<file path="config.mk">
export PLATFORM = sky130hd
export DESIGN_NAME = dcache_set_scrub
export DESIGN_NICKNAME = d
export VERILOG_FILES = /design/src/rtl/dcache_set_scrub.sv
export SDC_FILE = /design/constraint.sdc
export NUM_CORES = 1
export LEC_CHECK = 0
export ABC_AREA = 1
export BUFFER_PORTS_ARGS = -buffer_cell sky130_fd_sc_hd__buf_2
export CAP_MARGIN = 20
export CELL_PAD_IN_SITES_DETAIL_PLACEMENT = 2
export CELL_PAD_IN_SITES_GLOBAL_PLACEMENT = 2
export CORE_MARGIN = 2
export CORE_UTILIZATION = 28
export CTS_CLUSTER_DIAMETER = 60
export DETAILED_ROUTE_END_ITERATION = 7
export PLACE_DENSITY = 0.92
export SYNTH_ARGS = -nofsm -noshare
export SYNTH_HDL_FRONTEND = slang
export SYNTH_SLANG_ARGS = --single-unit
</file>
<file path="constraint.sdc">
create_clock -name clk -period 4.1 [get_ports clk]
set_input_delay 1.23 -clock clk [delete_from_list [all_inputs] [get_ports clk]]
set_output_delay 1.23 -clock clk [all_outputs]
set_load 0.02 [all_outputs]
</file>
<file path="src/rtl/dcache_set_scrub.sv">
`timescale 1ns/1ps
module dcache_set_scrub #(
  parameter int WAYS   = 4,
  parameter int BEATS  = 4,
  parameter int WAY_SH = 13
) (
  input  logic                              clk,
  input  logic                              rst_n,
  input  logic                              start_i,
  input  logic                              chk_data_i,
  input  logic [WAY_SH-1:0]                 set_idx_i,
  output logic                              rd_req_o,
  output logic                              rd_data_o,
  output logic [WAY_SH+$clog2(WAYS)-1:0]    rd_addr_o,
  input  logic [31:0]                       rsp_hi_i,
  input  logic [63:0]                       rsp_lo_i,
  output logic                              busy_o,
  output logic                              done_o,
  output logic [31:0]                       err_flags_o,
  output logic [WAYS*BEATS-1:0]             bad_map_o,
  output logic [7:0]                        lru_o
);
  localparam int WAY_W  = $clog2(WAYS);
  localparam int OFF_W  = $clog2(BEATS);
  localparam int ADDR_W = WAY_SH + WAY_W;
  localparam int MAP_W  = WAYS * BEATS;
  localparam logic [63:0] MASK0 = 64'h0738C808099264FF;
  localparam logic [31:0] FLAG_MASK = 32'h7800_0000;

  typedef enum logic [1:0] {S_IDLE, S_TAG, S_DAT, S_FIN} st_t;

  st_t               st_q;
  logic [WAY_W-1:0]  way_q, bway_q;
  logic [OFF_W-1:0]  off_q, boff_q;
  logic [WAY_SH-1:0] idx_q;
  logic              data_q, done_q, beat_v_q;
  logic [7:0]        ecc_q, code_q, lru_q;
  logic [31:0]       flags_q;
  logic [MAP_W-1:0]  map_q;
  logic [7:0]        ecc_c, syn;
  logic [4:0]        t_state;
  logic              t_legal, ptag_bad, last_way, last_off;
  logic              unused_bits;

  assign t_state  = rsp_hi_i[29:25];
  assign t_legal  = (t_state == 5'h00) || (t_state == 5'h0F) || (t_state == 5'h13) ||
                    (t_state == 5'h16) || (t_state == 5'h19) || (t_state == 5'h1C);
  assign ptag_bad = (rsp_lo_i[11] ^ (^rsp_lo_i[39:26])) | (rsp_lo_i[10] ^ (^rsp_lo_i[25:13]));
  assign unused_bits = ^{rsp_hi_i[31:30], rsp_hi_i[24:22], rsp_hi_i[13:8]};

  for (genvar g = 0; g < 8; g++) begin : g_chk
    localparam logic [63:0] M = (MASK0 << (8*g)) | (MASK0 >> ((64 - 8*g) % 64));
    assign ecc_c[g] = ^(rsp_lo_i & M);
  end

  assign syn      = ecc_q ^ code_q;
  assign last_way = (way_q == WAY_W'(WAYS-1));
  assign last_off = (off_q == OFF_W'(BEATS-1));

  assign rd_req_o    = (st_q == S_TAG) || (st_q == S_DAT);
  assign rd_data_o   = (st_q == S_DAT);
  assign rd_addr_o   = {way_q, idx_q} | (rd_data_o ? (ADDR_W'(off_q) << 3) : '0);
  assign busy_o      = (st_q != S_IDLE);
  assign done_o      = done_q;
  assign err_flags_o = flags_q;
  assign bad_map_o   = map_q;
  assign lru_o       = lru_q;

  always_ff @(posedge clk or negedge rst_n) begin
    if (!rst_n) begin
      st_q     <= S_IDLE;
      way_q    <= '0;
      off_q    <= '0;
      bway_q   <= '0;
      boff_q   <= '0;
      idx_q    <= '0;
      data_q   <= 1'b0;
      done_q   <= 1'b0;
      beat_v_q <= 1'b0;
      ecc_q    <= '0;
      code_q   <= '0;
      lru_q    <= '0;
      flags_q  <= '0;
      map_q    <= '0;
    end else begin
      beat_v_q <= 1'b0;
      if (beat_v_q && (syn != 8'h00)) begin
        if ($countones(syn) == 1) flags_q[28] <= 1'b1;
        else                      flags_q[27] <= 1'b1;
        map_q[{bway_q, ~boff_q}] <= 1'b1;
      end
      case (st_q)
        S_IDLE: if (start_i) begin
          st_q    <= S_TAG;
          flags_q <= '0;
          map_q   <= '0;
          done_q  <= 1'b0;
          idx_q   <= set_idx_i;
          data_q  <= chk_data_i;
          way_q   <= '0;
          off_q   <= '0;
        end
        S_TAG: begin
          if (!t_legal)      flags_q[30] <= 1'b1;
          else if (ptag_bad) flags_q[29] <= 1'b1;
          if (way_q == '0) lru_q <= rsp_hi_i[21:14];
          off_q <= '0;
          if (data_q)        st_q <= S_DAT;
          else if (last_way) st_q <= S_FIN;
          else               way_q <= way_q + 1'b1;
        end
        S_DAT: begin
          beat_v_q <= 1'b1;
          ecc_q    <= ecc_c;
          code_q   <= rsp_hi_i[7:0];
          bway_q   <= way_q;
          boff_q   <= off_q;
          if (!last_off)     off_q <= off_q + 1'b1;
          else if (last_way) st_q  <= S_FIN;
          else begin
            way_q <= way_q + 1'b1;
            st_q  <= S_TAG;
          end
        end
        default: begin
          st_q   <= S_IDLE;
          done_q <= 1'b1;
        end
      endcase
    end
  end


  clear_on_start_chk: assert property (@(posedge clk) disable iff (!rst_n)
    (st_q == S_IDLE && start_i) |=> (busy_o && !done_o && flags_q == '0 && map_q == '0));

  done_idle_chk: assert property (@(posedge clk) disable iff (!rst_n)
    done_o |-> !busy_o);

  tag_addr_chk: assert property (@(posedge clk) disable iff (!rst_n)
    (rd_req_o && !rd_data_o) |-> (rd_addr_o[WAY_SH-1:0] == idx_q));

  map_flag_chk: assert property (@(posedge clk) disable iff (!rst_n)
    (|map_q) |-> (flags_q[28] || flags_q[27]));

  lru_hold_chk: assert property (@(posedge clk) disable iff (!rst_n)
    (st_q == S_IDLE && !start_i) |=> $stable(lru_q));

  tag_only_chk: assert property (@(posedge clk) disable iff (!rst_n)
    (busy_o && !data_q) |-> !rd_data_o);

  flag_bits_chk: assert property (@(posedge clk) disable iff (!rst_n)
    (flags_q & ~FLAG_MASK) == '0);

  flag_hold_chk: assert property (@(posedge clk) disable iff (!rst_n)
    (st_q == S_IDLE && !start_i) |=> $stable(flags_q) && $stable(map_q));
endmodule

</file>
==> impl_table.tex <==
\begin{tabular}{lr}
\hline
Metric & Value \\
\hline
\multicolumn{2}{l}{\textbf{Outcome}} \\
Outcome & finished clean \\
\multicolumn{2}{l}{\textbf{Cells and area}} \\
Area growth syn-to-layout & 19.98\% \\
Sequential cell area & about 0.0018 sq mm \\
Non-filler cells, final & 1267 \\
Nets@finish & between 1000 and 1500 \\
Most frequent cells in the layout & sky130\_fd\_sc\_hd\_\_nand2\_1, sky130\_fd\_sc\_hd\_\_buf\_2, sky130\_fd\_sc\_hd\_\_inv\_1 \\
\# diodes & 0 \\
Most common cell after layout, fill and taps aside & sky130\_fd\_sc\_hd\_\_nand2\_1 \\
Share of layout cells above drive strength 1 & between 10\% and 20\% \\
Area occupied by multi-input gates & roughly 0.0035 sq mm \\
Fill cell instance count of the final layout & approximately 2600 \\
Post-route standard cell area excluding fillers & 0.007129 sq mm \\
\multicolumn{2}{l}{\textbf{Setup path}} \\
Arr. time, crit path & approximately 4200 ps \\
Critical path type & flip-flop to flip-flop \\
Capturing element type of the critical path & flip-flop \\
Crit path buffers/inverters & 4 \\
Largest stage delay, worst path & between 500 and 600 ps \\
Launching element of the worst setup path & code\_q[1] \\
R2r startpoint & code\_q[1] \\
Category of the worst setup path launch point & flip-flop \\
Maximum fanout count along the critical path & 2 \\
Series of cell instances along the critical path & xnor2\_1, inv\_1, fa\_1, inv\_1, fa\_1, fa\_1, inv\_1, ha\_1, inv\_1, fa\_1, o31ai\_1, o2111ai\_1, nor2\_1, o21a\_1 \\
Critical-path cell with the highest stage delay & sky130\_fd\_sc\_hd\_\_fa\_1 \\
Top Family by Delay on Critical Path & adder cells \\
Required arrival time at the worst endpoint & 4380 ps \\
\multicolumn{2}{l}{\textbf{Logic synthesis}} \\
Cell type with the largest total area after synthesis & sky130\_fd\_sc\_hd\_\_dfrtp\_1 \\
Ys Warns & 0 \\
Part of the Yosys area used for sequential elements & between 20\% and 30\% \\
Yosys top cell area share & 29.48\% \\
Distinct cell type count after synthesis & 35 \\
Post-Synthesis Mean Instance Area & between 7 and 8 sq um \\
Register bit count reported by yosys & 70 \\
Leading post-synthesis cells by cell area & sky130\_fd\_sc\_hd\_\_dfrtp\_1, sky130\_fd\_sc\_hd\_\_nand2\_1, sky130\_fd\_sc\_hd\_\_xnor2\_1, sky130\_fd\_sc\_hd\_\_xor2\_1, sky130\_fd\_sc\_hd\_\_inv\_1 \\
Netlist area before placement & 0.005942 sq mm \\
Cells after Synth & between 800 and 900 \\
\multicolumn{2}{l}{\textbf{Timing}} \\
Final hold violation count & 0 \\
Final setup violation count & 0 \\
Fin. max-slew vios & 0 \\
Setup repair after global routing missed its margin & false \\
Final worst-path setup slack & around 220 ps \\
Max Fclk & about 260 MHz \\
Clock period minus final worst setup slack & 3875 ps \\
Final worst-path cycle share & roughly 95\% \\
Final worst clock skew & between 8 and 9 ps \\
Accumulated negative setup slack & 0 ps \\
Worst-margin pin slew & 762.2 ps \\
Worst slew margin & between 40 and 50\% \\
\multicolumn{2}{l}{\textbf{Power and ir drop}} \\
Power per unit of standard cell area & between 700 and 800 mW/mm\^{}2 \\
Final Power & 5.116 mW \\
Max VDD drop & 0.5215 mV \\
Leakage power & about 4.1 nW \\
\multicolumn{2}{l}{\textbf{Die}} \\
Std-Cell Core Area & 0.02096 sq mm \\
Chip Height & roughly 150 um \\
Number of rows created at floorplan & 53 \\
Die outline width & $\sim$150 um \\
Number of top-level pins & approximately 190 \\
Initial Util & between 20\% and 30\% \\
Area of the die & 0.02240 sq mm \\
\multicolumn{2}{l}{\textbf{Flow run}} \\
Max-capacitance violation count & 0 \\
\multicolumn{2}{l}{\textbf{Clock tree}} \\
Clock-pin slew on the worst setup and hold paths & $\sim$60 ps \\
Number of clock buffers inserted by TritonCTS & 9 \\
Count of hold-fix buffers inserted at cts & 0 \\
Clock tree from TritonCTS & built \\
Setup repair bufs after CTS & 0 \\
Post-cts gate resize count & 0 \\
Insertion delay of the later-clocked pin in the worst-skew pair & approximately 340 ps \\
Sink count of the clock tree & 70 \\
Clock root cell & sky130\_fd\_sc\_hd\_\_clkbuf\_16 \\
Number of levels the H-tree was split into & 3 \\
CTS max path bufs & 2 \\
\multicolumn{2}{l}{\textbf{Route}} \\
Iteration-0 DRC Markers & approximately 110 \\
Initial DRT Pass Iterations & 4 \\
Count of unresolved DRC violations after routing & 0 \\
Average vias per placed instance & around 4.5 \\
Overall routed net length & just under 20 mm \\
Wire length per cell & 15.51 um \\
Routed via count & about 5700 \\
Antenna-violating nets left & 0 \\
\multicolumn{2}{l}{\textbf{Global route}} \\
Number of antenna violations at the first check in global routing & 0 \\
Leftover overflow at the end of global routing & 0 \\
Pin count of the biggest net entering global routing & 35 \\
Global-route wire length before repair & between 30 and 40 mm \\
Vias in the first global route & 6436 \\
Global-route total usage across every layer & around 18\% \\
\multicolumn{2}{l}{\textbf{Placed design}} \\
Placer Congestion & approximately 0.79 \\
Area after DPL & roughly 0.007 sq mm \\
Cell Count Post-Placement & 1251 \\
Pre-CTS setup slack & approximately 360 ps \\
Number of input and output port buffers inserted & approximately 150 \\
Half-perimeter wire length of the detailed placement result & approximately 16 mm \\
\multicolumn{2}{l}{\textbf{Min path}} \\
Classification of the worst-slack hold path & flip-flop to flip-flop \\
Start point of the worst hold path & idx\_q[9] \\
\hline
\end{tabular}
[Yosys cell counts, drive strengths merged]
| master | n |
|---|---|
| nand3 | 56 |
| o21a | 1 |
| mux2 | 8 |
| o22ai | 1 |
| a31oi | 3 |
| ha | 11 |
| nand2b | 1 |
| nand2 | 321 |
| xor2 | 53 |
| fa | 4 |
| dfrtp | 70 |
| conb | 1 |
| a211oi | 1 |
| nand3b | 7 |
| nand4 | 4 |
| clkinv | 2 |
| nor3 | 5 |
| buf | 45 |
| o21ai | 17 |
| a21oi | 19 |
| or2 | 6 |
| nor2 | 31 |
| inv | 103 |
| o31ai | 1 |
| clkbuf | 6 |
| o2111ai | 1 |
| xnor2 | 69 |
[path summary, 6_finish.rpt]
path	endpoint	slack (ps)	cells past startpoint
worst max register to register	err_flags_o[28]	220	14
worst min-delay path	idx_q[9]	480	2
worst min register to register	idx_q[9]	480	2
worst max-delay path	err_flags_o[28]	220	14
min in group asynchronous	bad_map_o[2]	960	1
max in group asynchronous	err_flags_o[30]	2370	2
[worst register-to-register path, cell delays in order (launching register included)]
cell and delay, ps:
sky130_fd_sc_hd__dfrtp_1 380, sky130_fd_sc_hd__xnor2_1 200, sky130_fd_sc_hd__inv_1 90, sky130_fd_sc_hd__fa_1 510, sky130_fd_sc_hd__inv_1 50, sky130_fd_sc_hd__fa_1 500, sky130_fd_sc_hd__fa_1 420, sky130_fd_sc_hd__inv_1 70
sky130_fd_sc_hd__ha_1 180, sky130_fd_sc_hd__inv_1 70, sky130_fd_sc_hd__fa_1 430, sky130_fd_sc_hd__o31ai_1 360, sky130_fd_sc_hd__o2111ai_1 270, sky130_fd_sc_hd__nor2_1 170, sky130_fd_sc_hd__o21a_1 120
[through the flow]
step / utilization (%) / hold slack (ps)
after floorplan: - / 450.0
after global placement: 32.51 / 457.5
after detailed placement: 32.51 / 469.0
after CTS: 34.02 / 484.4
after global routing: 34.02 / 508.1
final: 34.02 / 477.8
[layer usage]
layer  wire [um]  track usage (%)  share of wire, %
met1        7991            20.93                41
met2       10890            35.34                55
met3         492            1.982               2.5
met4         271            4.481               1.4
met5           0                0                 0
[registers in the layout (all words and copies together) (netlist names)]
| signal | flops |
|---|---|
| bad_map_o | 16 |
| beat_v_q | 1 |
| boff_q | 2 |
| bway_q | 2 |
| code_q | 8 |
| data_q | 1 |
| done_o | 1 |
| ecc_q | 8 |
| err_flags_o | 4 |
| idx_q | 13 |
| lru_o | 8 |
| off_q | 2 |
| st_q | 2 |
| way_q | 2 |
[power breakdown]
group          total (mW)  leakage [nW]  switching (mW)  internal [mW]
registers            1.17         0.891           0.200          0.972
clock network       0.844         0.150           0.294          0.550
logic                3.10          3.02            1.98           1.12
total                5.12          4.07            2.47           2.64
[final cells by class]
class | count | area share (%)
Timing Repair Buffer | 153 | 10.92
Clock buffer | 13 | 3.510
Inverter | 105 | 5.528
Sequential cell | 70 | 24.57
Multi-Input combinational cell | 648 | 49.70
Tap cell | 275 | 4.826
Clock inverter | 3 | 0.9477
[logic make-up (layout without fill, tap and decap cells)]
logic type	after synthesis	after routing	synth area share [%]
compound gates	44	44	3.980
xor+xnor	122	122	18.99
fa+ha+maj	15	15	3.664
buf+inv	156	274	12.59
flops	70	70	29.48
mux	8	8	1.516
other cells	1	28	0.06311
simple gates	431	431	29.71
No activity file was read; power rests on OpenSTA's default activity.
